**src/rtl/sadsel_pkg.sv**
```systemverilog
`timescale 1ns/1ps
package sadsel_pkg;

    localparam int SAD_W   = 16;
    localparam int MV_W    = 4;
    localparam int NUM_SRC = 2;

    typedef struct packed {
        logic signed [MV_W-1:0] x;
        logic signed [MV_W-1:0] y;
    } mv_t;

    typedef struct packed {
        logic             vld;
        logic [SAD_W-1:0] sad;
        mv_t              mv;
    } slot_t;

    typedef struct packed {
        slot_t first;
        slot_t second;
    } pair_t;

    function automatic slot_t slot_empty();
        slot_t s;
        s.vld  = 1'b0;
        s.sad  = '1;
        s.mv.x = '0;
        s.mv.y = '0;
        return s;
    endfunction

    // candidate takes the place of an entry: entry is empty or strictly worse
    function automatic logic slot_beats(slot_t c, slot_t e);
        return !e.vld || (c.sad < e.sad);
    endfunction

    function automatic logic slot_same_mv(slot_t c, slot_t e);
        return e.vld && (c.mv == e.mv);
    endfunction

endpackage

```
**src/rtl/sadsel_insert.sv**
```systemverilog
`timescale 1ns/1ps
module sadsel_insert
    import sadsel_pkg::*;
(
    input  pair_t cur,
    input  slot_t cand,
    input  logic  single,
    output pair_t nxt
);

    logic hit_first;
    logic hit_second;

    assign hit_first  = slot_same_mv(cand, cur.first);
    assign hit_second = slot_same_mv(cand, cur.second);

    always_comb begin
        nxt = cur;
        if (cand.vld) begin
            if (hit_first) begin
                if (cand.sad < cur.first.sad)
                    nxt.first.sad = cand.sad;
            end else if (hit_second) begin
                if (cand.sad < cur.first.sad) begin
                    nxt.first  = cand;
                    nxt.second = cur.first;
                end else if (cand.sad < cur.second.sad) begin
                    nxt.second.sad = cand.sad;
                end
            end else if (slot_beats(cand, cur.first)) begin
                nxt.first = cand;
                if (!single)
                    nxt.second = cur.first;
            end else if (!single && slot_beats(cand, cur.second)) begin
                nxt.second = cand;
            end
        end
    end

endmodule

```
**src/rtl/sadsel_store.sv**
```systemverilog
`timescale 1ns/1ps
module sadsel_store
    import sadsel_pkg::*;
(
    input  logic  clk,
    input  logic  rst,
    input  logic  clr,
    input  logic  done,
    input  logic  mode_single,
    input  slot_t cand [NUM_SRC],
    output pair_t list_q,
    output logic  res_vld_q
);

    pair_t stage [NUM_SRC+1];
    logic  mode_q;
    logic  frozen_q;
    logic  accept;
    logic  enough;

    assign stage[0] = list_q;

    for (genvar g = 0; g < NUM_SRC; g++) begin : g_chain
        sadsel_insert u_ins (
            .cur    (stage[g]),
            .cand   (cand[g]),
            .single (mode_q),
            .nxt    (stage[g+1])
        );
    end

    assign accept = !clr && !frozen_q && !done;
    assign enough = mode_q ? list_q.first.vld : list_q.second.vld;

    always_ff @(posedge clk) begin
        if (rst || clr) begin
            list_q.first  <= slot_empty();
            list_q.second <= slot_empty();
            frozen_q      <= 1'b0;
            res_vld_q     <= 1'b0;
            mode_q        <= rst ? 1'b0 : mode_single;
        end else begin
            res_vld_q <= 1'b0;
            if (accept) begin
                list_q <= stage[NUM_SRC];
            end else if (done && !frozen_q) begin
                frozen_q  <= 1'b1;
                res_vld_q <= enough;
            end
        end
    end

    AST_SORTED: assert property (@(posedge clk) disable iff (rst)
        list_q.second.vld |-> (list_q.first.vld && list_q.first.sad <= list_q.second.sad));

    AST_DISTINCT_MV: assert property (@(posedge clk) disable iff (rst)
        list_q.second.vld |-> (list_q.first.mv != list_q.second.mv));

    AST_SINGLE_KEEPS_ONE: assert property (@(posedge clk) disable iff (rst)
        mode_q |-> !list_q.second.vld);

    AST_FROZEN_HOLD: assert property (@(posedge clk) disable iff (rst)
        (frozen_q && !clr) |=> $stable(list_q));

    AST_STROBE_ONE_CYCLE: assert property (@(posedge clk) disable iff (rst)
        res_vld_q |=> !res_vld_q);

    AST_CLEAR_EMPTY: assert property (@(posedge clk) disable iff (rst)
        clr |=> (!list_q.first.vld && list_q.first.sad == '1 && !res_vld_q));

endmodule

```
**src/rtl/sad_pair_select.sv**
```systemverilog
`timescale 1ns/1ps
module sad_pair_select
    import sadsel_pkg::*;
(
    input  logic                   clk,
    input  logic                   rst,
    input  logic                   clr,
    input  logic                   done,
    input  logic                   mode_single,
    input  logic                   in0_vld,
    input  logic [SAD_W-1:0]       in0_sad,
    input  logic signed [MV_W-1:0] in0_mvx,
    input  logic signed [MV_W-1:0] in0_mvy,
    input  logic                   in1_vld,
    input  logic [SAD_W-1:0]       in1_sad,
    input  logic signed [MV_W-1:0] in1_mvx,
    input  logic signed [MV_W-1:0] in1_mvy,
    output logic                   res_vld,
    output logic [SAD_W-1:0]       best_sad,
    output logic signed [MV_W-1:0] best_mvx,
    output logic signed [MV_W-1:0] best_mvy,
    output logic [SAD_W-1:0]       second_sad,
    output logic signed [MV_W-1:0] second_mvx,
    output logic signed [MV_W-1:0] second_mvy
);

    slot_t cand [NUM_SRC];
    pair_t list_q;

    always_comb begin
        cand[0].vld  = in0_vld;
        cand[0].sad  = in0_sad;
        cand[0].mv.x = in0_mvx;
        cand[0].mv.y = in0_mvy;
        cand[1].vld  = in1_vld;
        cand[1].sad  = in1_sad;
        cand[1].mv.x = in1_mvx;
        cand[1].mv.y = in1_mvy;
    end

    sadsel_store u_store (
        .clk         (clk),
        .rst         (rst),
        .clr         (clr),
        .done        (done),
        .mode_single (mode_single),
        .cand        (cand),
        .list_q      (list_q),
        .res_vld_q   (res_vld)
    );

    assign best_sad   = list_q.first.sad;
    assign best_mvx   = list_q.first.mv.x;
    assign best_mvy   = list_q.first.mv.y;
    assign second_sad = list_q.second.sad;
    assign second_mvx = list_q.second.mv.x;
    assign second_mvy = list_q.second.mv.y;

endmodule

```
**config.mk**
```make
export PLATFORM = sky130hd
export DESIGN_NAME = sad_pair_select
export DESIGN_NICKNAME = d
export VERILOG_FILES = /design/src/rtl/sadsel_pkg.sv /design/src/rtl/sadsel_insert.sv /design/src/rtl/sadsel_store.sv /design/src/rtl/sad_pair_select.sv
export SDC_FILE = /design/constraint.sdc
export NUM_CORES = 1
export LEC_CHECK = 0
export BUFFER_PORTS_ARGS = -buffer_cell sky130_fd_sc_hd__buf_2
export CELL_PAD_IN_SITES_DETAIL_PLACEMENT = 0
export CELL_PAD_IN_SITES_GLOBAL_PLACEMENT = 1
export CORE_ASPECT_RATIO = 1.5
export CORE_UTILIZATION = 47
export DETAILED_ROUTE_END_ITERATION = 8
export PLACE_DENSITY = 0.95
export REMOVE_ABC_BUFFERS = 1
export SYNTH_ARGS = -nofsm -noshare
export SYNTH_HDL_FRONTEND = slang
export SYNTH_SLANG_ARGS = --single-unit
```
**constraint.sdc**
```tcl
create_clock -name clk -period 9.25 [get_ports clk]
set_input_delay 0.4625 -clock clk [delete_from_list [all_inputs] [get_ports clk]]
set_output_delay 0.4625 -clock clk [all_outputs]
set_load 0.03 [all_outputs]
```
# After elaboration in Yosys (flattened, before gate mapping)
# Cells that the tools add are included.
# word_totals
input_bits	55
ff_bits	53
word_cells	74
# classes
mux	29
order_cmp	4
bitwise_logic	2
n_eq_ne	4
reduce_logical	24
# op_table
cell	count
two-way mux 25 bit	8
two-way mux 50 bit	4
two-way mux 16 bit	8
two-way mux 33 bit	2
< comparator 16 bit	4
two-way mux 26 bit	2
equality test 8 bit	4
two-way mux 8 bit	2
logical AND 1 bit	9
zero test 1 bit	8
logical OR 1 bit	5
two-way mux 1 bit	3
OR reduction 3 bit	1
inverter 1 bit	2
AND reduction 2 bit	1

# Logic depth before layout (Yosys ltp)
# Gate-level depths: netlist of run 1.
# depth
word_depth	16
ltp_mapped	30

# Modules after synthesis
# From an unflattened synthesis of run 1, not the netlist that was laid out.
# hier_totals
cells_unflattened	992
area_unflattened_um2	7624.8
# modules_own_cells
module	area_each_um2	cells_per_inst	instances
sadsel_insert (u_store.g_chain[1].u_ins)	2651.3	367	1
sadsel_insert (u_store.g_chain[0].u_ins)	2492.4	373	1
sadsel_store	2481.1	252	1

# Worst setup path after synthesis of run 1
# Ideal clock, no wire load.
# synth_path
kind	input -> register
from	input in0_sad[15]
to	register u_store.list_q[11] (netlist name)
cell_stages	28
arrival_time_ns	5.550
required_ns	9.126
n_path_buf	2
setup_ns	0.124
slack_ns	3.576
path_cell_list	ha_1 > and4_1 > nand3_1 > or4b_1 > buf_2 > a31oi_4 > nand2_1 > nand2_1 > clkbuf_1 > nor2_1 > nor3_1 > nor3_1 > a21oi_1 > inv_1 > ha_1 > a21o_1 > a21o_1 > a21o_1 > a21o_1 > a21oi_1 > o21ai_0 > a21oi_1 > o21ai_2 > mux2i_1 > a21oi_2 > o31ai_2 > nor2_1 > a2111o_1
# synth_between
elab_chain_cells	16
elab_cells_between_ends	37
classes_between	order compare: 4; eq/ne: 2; mux: 21; reduce/logical: 10
# synth_rtl
element	line_no	text
from (decl)	sad_pair_select.sv:11	input logic [SAD_W-1:0] in0_sad,
< comparator 16 bit	sadsel_pkg.sv:35, sadsel_insert.sv:27	
logical OR 1 bit	sadsel_pkg.sv:35	return !e.vld || (c.sad < e.sad);
logical AND 1 bit	sadsel_insert.sv:34	end else if (!single && slot_beats(cand, cur.second)) begin
two-way mux 25 bit	sadsel_insert.sv:34	
two-way mux 25 bit	sadsel_insert.sv:30	end else if (slot_beats(cand, cur.first)) begin
two-way mux 50 bit	sadsel_insert.sv:23	end else if (hit_second) begin
two-way mux 33 bit	sadsel_insert.sv:20	if (hit_first) begin
two-way mux 50 bit (*)	sadsel_insert.sv:19	if (cand.vld) begin
< comparator 16 bit or zero test 1 bit (tied branches)	sadsel_pkg.sv:35, sadsel_insert.sv:27	
logical OR 1 bit	sadsel_pkg.sv:35	
logical AND 1 bit	sadsel_insert.sv:34	
two-way mux 25 bit	sadsel_insert.sv:34	
two-way mux 25 bit	sadsel_insert.sv:30	
two-way mux 50 bit	sadsel_insert.sv:23	
two-way mux 33 bit	sadsel_insert.sv:20	
two-way mux 50 bit (*)	sadsel_insert.sv:19	
# Mark *: on every way between the ends. The rest lies on a longest branch, timed or not.
# A chain may end at the register's enable or synchronous reset.

# Worst setup path in the final report of run 1
# layout_path
from	register u_store.list_q[34] (netlist name)
to	register u_store.list_q[15] (netlist name)
# layout_between
elab_chain_cells	14
elab_cells_between_ends	33
classes_between	order compare: 3; eq/ne: 2; mux: 20; reduce/logical: 8
# layout_rtl
element	line_no
< comparator 16 bit	sadsel_pkg.sv:35, sadsel_insert.sv:21, sadsel_insert.sv:24
logical OR 1 bit	sadsel_pkg.sv:35
two-way mux 25 bit	sadsel_insert.sv:30
two-way mux 50 bit	sadsel_insert.sv:23
two-way mux 33 bit	sadsel_insert.sv:20
two-way mux 50 bit (*)	sadsel_insert.sv:19
< comparator 16 bit or zero test 1 bit (tied branches)	sadsel_pkg.sv:35, sadsel_insert.sv:27
logical OR 1 bit	sadsel_pkg.sv:35
logical AND 1 bit	sadsel_insert.sv:34
two-way mux 25 bit	sadsel_insert.sv:34
two-way mux 25 bit	sadsel_insert.sv:30
two-way mux 50 bit	sadsel_insert.sv:23
two-way mux 33 bit	sadsel_insert.sv:20
two-way mux 50 bit (*)	sadsel_insert.sv:19
# Marked as above.

==> flow_summary.toml, run 1 <==
[critical_path]
slowest_delay_ps = 770
cp_top_family = "compound AO/OA/AOI/OAI gates"
crit_fanout = 16
crit_path_start_kind = "flop"
required_ps = 9450
cp_num_cells = 26
cp_num_buf_inv = 2
cp.arrival_ps = 7490
cp_common_cell = "a21o_1"
crit_start = "u_store.list_q[34]"
cp_slowest_cell = "a2111oi_0"
rr_worst_depth = 26
end_kind = "flop"
criticalPathCategory = "flop to flop"
r2r_start = "u_store.list_q[34]"

[sta]
tightest_slew_ps = 1030
layout_min_cycle_time_ps = 7290
period_share_pct = 78.8
finalSetupTns_ps = 0
finalMaxSlewViolations = 0
hold_viol_final = 0
fmax_mhz = 137
slew_headroom_pct = 31.1
rsz0062_at_grt = "false"
layout_setup_ws_ps = 1960
setup_viol = 0
finClkSkew_ps = 10.6
hold_slack_ps = 441

[yosys]
synth-edff-count = 1
synthCells = 918
synth-async-reset-ratio_pct = 0
syn_area_um2 = 6930
yosys_warnings = 0
ys_ff_latch = 53
synth-main-ff-cell = "dfxtp_1"
ys_seq_area_share_pct = 15.5
ys_types = 91
synth_area_per_cell_um2 = 7.55

[clock_tree]
clk_latency_ps = 320
clkTransAtPathRegs_ps = 80
cts_tree = "built"
root_buffer = "clkbuf_16"
cts_buffers = 5
cts_buffer_depth = 2
cts.htree.levels = 2
cts_post_setup_buffers_inserted = 0
cts_hold_buf = 0
clock-sinks = 53
post_cts.resized_instances = 0

[power_and_ir_drop]
power.leakage_nw = 3.41
p_int_uw = 497
finalPower_uw = 853
comb_power_share_pct = 41.6
power.density_nw_per_um2 = 115
peakVddDrop_uv = 80.0
clkPwrFrac_pct = 28.2
switchingPower_uw = 356
seq_power_share_pct = 30.3
swShare_pct = 41.8

[global_route]
grt_overflow_total = 0
grt_use_total_pct = 33.5
grt_first_pass_wirelength_mm = 38.9
antenna_found_initial = 0
grt_max_degree = 41
grt_pass1_vias = 7223

[floorplan]
num_rows = 54
die_x_um = 101
die-area_um2 = 15200
pin_count = 104
start_util_pct = 47.9
die_h_um = 151
core_um2 = 14500

[placed_design]
place.gp.congestion = 0.992
dp_worst_setup_slack_ps = 2090
port_buffers = 103
dp_hpwl_mm = 19.0

[routing]
drc_errors = 0
wl_per_cell_um = 22.4
dr.pass1.iters = 6
wl_mm = 25.6
first_iter_violations = 637
num_vias = 7566
viasPerCell = 6.60
ant_nets = 0

[cells_and_area]
post-route-util_pct = 51.3
fillCellCount = 1501
diodes = 0
area_delta_synth_final_pct = 7.15
drive_gt1_share_pct = 17.7
final_nets = 1065

[job]
cap_viol_max_count = 0

[worst_hold_path]
min_path_type = "input pin to flop"
holdPathStages = 2
min_from = "in1_sad[6]"

[outcome]
status = "finished clean"
==> Yosys cell counts (16+ instances only) <==
cell      count  area [um2]
o21ai_0      52         260
o211ai_1     20         150
mux2i_1      49         490
xnor2_1      21         184
o221ai_1     16         140
a211oi_1     17         128
nor2_1       61         229
ha_1         60         751
inv_1        66         248
nand2_1      73         274
nor3_1       35         175
clkbuf_1     32         120
dfxtp_1      52        1040
a21oi_1      82         410
nand3_1      16        80.1
buf_4        50         375
==> routing by layer <==
metal | routed length, um | part of all wire, % | global-route usage [%] | up-vias
met1 | 9130 | 36 | 36.3 | 3503
met2 | 12400 | 48 | 57.6 | 451
met4 | 2150 | 8.4 | 27.5 | 0
met5 | 0 | 0 | 0 | -
met3 | 1990 | 7.8 | 4.41 | 159
li1 | - | - | - | 3453
==> path summary, 6_finish.rpt <==
| path | slack, ps | to |
|---|---|---|
| worst min register to register | 500 | u_store.res_vld_q |
| worst min-delay path | 440 | u_store.list_q[14] |
| worst max register to register | 1960 | u_store.list_q[15] |
| worst max-delay path | 1960 | u_store.list_q[15] |
==> sequential cells by signal, indices dropped and copies added, names as in the netlist <==
signal and cells:
u_store.mode_q 1, u_store.res_vld_q 1, u_store.list_q 50, u_store.frozen_q 1
==> worst register-to-register path: stages (launching register included) <==
cell and delay, ps:
dfxtp_1 400, inv_1 110, ha_1 280, a2111oi_0 770, or4b_1 410, a31o_4 250
nand2_1 440, nand2_1 680, nor2_1 80, nor3_1 140, nor3_1 70, a21oi_1 210
inv_1 80, ha_1 300, a21o_1 180, a21o_1 160, a21o_1 170, a21o_1 170
a21oi_1 120, o21ai_0 130, a21oi_1 240, o21ai_2 190, mux2i_1 250, a21oi_2 70
o31ai_2 750, nor2_1 120, a2111o_1 410
==> through the flow <==
step	cells	cell area [um2]
2_1_floorplan	829	6370
3_3_place_gp	1139	7250
3_5_place_dp	1139	7250
4_1_cts	1147	7420
5_1_grt	1147	7420
6_report	1147	7420
==> layout by cell type, fill, tap and decap left out, types with 4 or more instances in the layout <==
master,instances
a2111o_1,7
a2111oi_0,4
a211oi_1,17
a21o_1,15
a21oi_1,82
a21oi_2,4
a22oi_1,14
a32oi_1,8
and2_1,6
and3_1,6
buf_2,103
buf_4,11
clkbuf_16,5
dfxtp_1,52
ha_1,60
inv_1,66
mux2i_1,49
nand2_1,73
nand2b_1,5
nand3_1,16
nand4_1,13
nor2_1,58
nor3_1,34
nor4_1,4
o211ai_1,20
o21a_1,4
o21ai_0,52
o21ai_1,7
o221ai_1,16
o22a_1,8
o22ai_1,11
o31ai_1,5
o31ai_2,5
or3_1,6
xnor2_1,21
xor2_1,5
==> final cells by class <==
type | instances | area, um2 | share of cell area (%)
Multi-Input combinational cell | 708 | 5080 | 68.4
Sequential cell | 53 | 1070 | 14.4
Timing Repair Buffer | 114 | 598 | 8.06
Inverter | 68 | 255 | 3.44
Tap cell | 196 | 245 | 3.30
Clock buffer | 6 | 139 | 1.87
Clock inverter | 2 | 37.5 | 0.506
==> power groups by stage <==
stage / logic [mW] / registers (mW) / clock network (mW)
detailed placement: 0.345 / 0.263 / 0
floorplan: 0.208 / 0.278 / 0
CTS: 0.346 / 0.257 / 0.241
global placement: 0.343 / 0.263 / 0
global route: 0.380 / 0.259 / 0.248
finish: 0.355 / 0.258 / 0.240
==> kinds of logic after synthesis <==
kind of cell	share of synthesized area, %
buffers and inverters	11.7
xor gates and xnor gates	3.29
adders and majority gates	10.8
muxes	7.57
AOI/OAI and AO/OA	33.3
DFF	15.5
and+or+nand+nor	17.9
No activity file was read; power rests on OpenSTA's default activity.
==> run 2, diff against run 1 <==
--- a/config.mk
+++ b/config.mk
@@ -9,9 +9,9 @@
 export CELL_PAD_IN_SITES_DETAIL_PLACEMENT = 0
 export CELL_PAD_IN_SITES_GLOBAL_PLACEMENT = 1
 export CORE_ASPECT_RATIO = 1.5
-export CORE_UTILIZATION = 47
+export CORE_UTILIZATION = 43
 export DETAILED_ROUTE_END_ITERATION = 8
-export PLACE_DENSITY = 0.95
+export PLACE_DENSITY = 0.92
 export REMOVE_ABC_BUFFERS = 1
 export SYNTH_ARGS = -nofsm -noshare
 export SYNTH_HDL_FRONTEND = slang
==> constraint.sdc (replaced) <==
create_clock -name clk -period 7.54 [get_ports clk]
set_input_delay 0.377 -clock clk [delete_from_list [all_inputs] [get_ports clk]]
set_output_delay 0.377 -clock clk [all_outputs]
set_load 0.03 [all_outputs]
==> flow_summary.toml, run 2 (same netlist as run 1, synthesis figures left out) <==
[routing]
dr.pass1.iters = 7
ant_nets = 0
num_vias = 7670
drc_errors = 0
wl_per_cell_um = 22.7
first_iter_violations = 663
wl_mm = 26.3
viasPerCell = 6.62

[power_and_ir_drop]
seq_power_share_pct = 31.4
power.leakage_nw = 3.42
comb_power_share_pct = 43.6
clkPwrFrac_pct = 25.0
swShare_pct = 43.4
p_int_uw = 570
switchingPower_uw = 437
power.density_nw_per_um2 = 135
peakVddDrop_uv = 109

[clock_tree]
cts_buffers = 5
cts_tree = "built"
root_buffer = "clkbuf_16"
post_cts.resized_instances = 0
cts_buffer_depth = 2
clock-sinks = 53
clk_latency_ps = 310
cts.htree.levels = 2
cts_post_setup_buffers_inserted = 0
clkTransAtPathRegs_ps = 80
cts_hold_buf = 0

[critical_path]
end_kind = "flop"
slowest_delay_ps = 640
cp_top_family = "compound AO/OA/AOI/OAI gates"
cp.arrival_ps = 7140
criticalPathCategory = "flop to flop"
path_cells = "inv_1, ha_1, nand4_1, nor2_1, or4b_1, a31oi_4, nand2_1, nand2_1, nor2_1, nor3_1, nor3_1, a21oi_1, inv_1, ha_1, a21o_1, a21o_1, a21oi_1, a2111oi_0, o211ai_1, o21ai_2, a211oi_1, a31o_1, nor2b_4, a2111o_1"
cp_num_buf_inv = 2
crit_fanout = 10
cp_slowest_cell = "or4b_1"
required_ps = 7730
crit_path_start_kind = "flop"

[floorplan]
pin_count = 104
die-area_um2 = 16600
core_um2 = 15700
start_util_pct = 44.1
num_rows = 56
die_h_um = 157
die_x_um = 106

[cells_and_area]
diodes = 0
fillCellCount = 1654
layout_common_cells = "buf_2 (103), a21oi_1 (82), nand2_1 (73), inv_1 (66), ha_1 (60)"
drive_gt1_share_pct = 18.0
stdcell_count = 1158
regArea_um2 = 1070
final_nets = 1069
area_delta_synth_final_pct = 7.46
top_register = "u_store.list_q"
final_common_cell = "buf_2"
multi_input_area_um2 = 5080
largest_reg_flops = 50

[sta]
hold_slack_ps = 358
rsz0062_at_grt = "false"
finalSetupTns_ps = 0
hold_viol_final = 0
layout_min_cycle_time_ps = 6950
period_share_pct = 92.1
fmax_mhz = 144
setup_viol = 0
tightest_slew_ps = 1030
slew_headroom_pct = 31.0
finalMaxSlewViolations = 0
finClkSkew_ps = 14.8

[placed_design]
place.gp.congestion = 0.986
dp_hpwl_mm = 19.3
place_inst = 1150
port_buffers = 103

[worst_hold_path]
min_path_type = "input pin to flop"

[global_route]
grt_first_pass_wirelength_mm = 40.6
grt_overflow_total = 0
grt_max_degree = 41
antenna_found_initial = 0
grt_pass1_vias = 7423
grt_use_total_pct = 31.6

[outcome]
status = "finished clean"

[job]
cap_viol_max_count = 0
==> run 2: cell types whose count changed in the layout (fill, tap and decap cells not counted) <==
cell / delta
buf_12: +1
buf_4: +3
bufinv_16: -1
clkbuf_8: -1
clkinv_2: +1
inv_6: +1
==> run 2: per-stage QoR <==
| stage | setup WS [ps] | power, mW | util [%] | instance area (um2) |
|---|---|---|---|---|
| finish | 594 | 1.01 | 47.4 | 7450 |
| detailed placement | 806 | 0.748 | 46.5 | 7300 |
| global route | 159 | 1.05 | 47.4 | 7450 |
| global placement | 827 | 0.743 | 46.5 | 7300 |
| floorplan | 1490 | 0.597 | - | 6370 |
| CTS | 821 | 0.995 | 47.4 | 7450 |
==> run 2: area by class of cell <==
type,instances,area share [%]
Clock inverter,3,0.286
Inverter,68,3.43
Multi-Input combinational cell,708,68.2
Tap cell,203,3.41
Timing Repair Buffer,118,8.60
Sequential cell,53,14.4
Clock buffer,5,1.68
==> run 2: path summary, 6_finish.rpt <==
check	slack, ps	cells after the start	from	end
hold reg to reg	490	1	u_store.frozen_q	u_store.res_vld_q
setup / recovery	590	24	u_store.list_q[44]	u_store.list_q[14]
setup reg to reg	590	24	u_store.list_q[44]	u_store.list_q[14]
hold / removal	360	2	in1_sad[7]	u_store.list_q[15]
==> run 2: routing by layer <==
metal	vias up	routed length [um]	GRT usage [%]
met5	-	0	0
met3	138	2050	3.60
met1	3576	9620	35.5
met4	0	2170	24.7
li1	3464	-	-
met2	492	12400	54.2
==> run 2: power by group through the flow <==
| stage | Combinational, mW | Clock, mW | Sequential (mW) |
|---|---|---|---|
| 5_1_grt | 0.471 | 0.261 | 0.318 |
| 2_1_floorplan | 0.255 | 0 | 0.341 |
| 6_report | 0.439 | 0.251 | 0.317 |
| 3_3_place_gp | 0.421 | 0 | 0.322 |
| 3_5_place_dp | 0.425 | 0 | 0.322 |
| 4_1_cts | 0.427 | 0.252 | 0.316 |
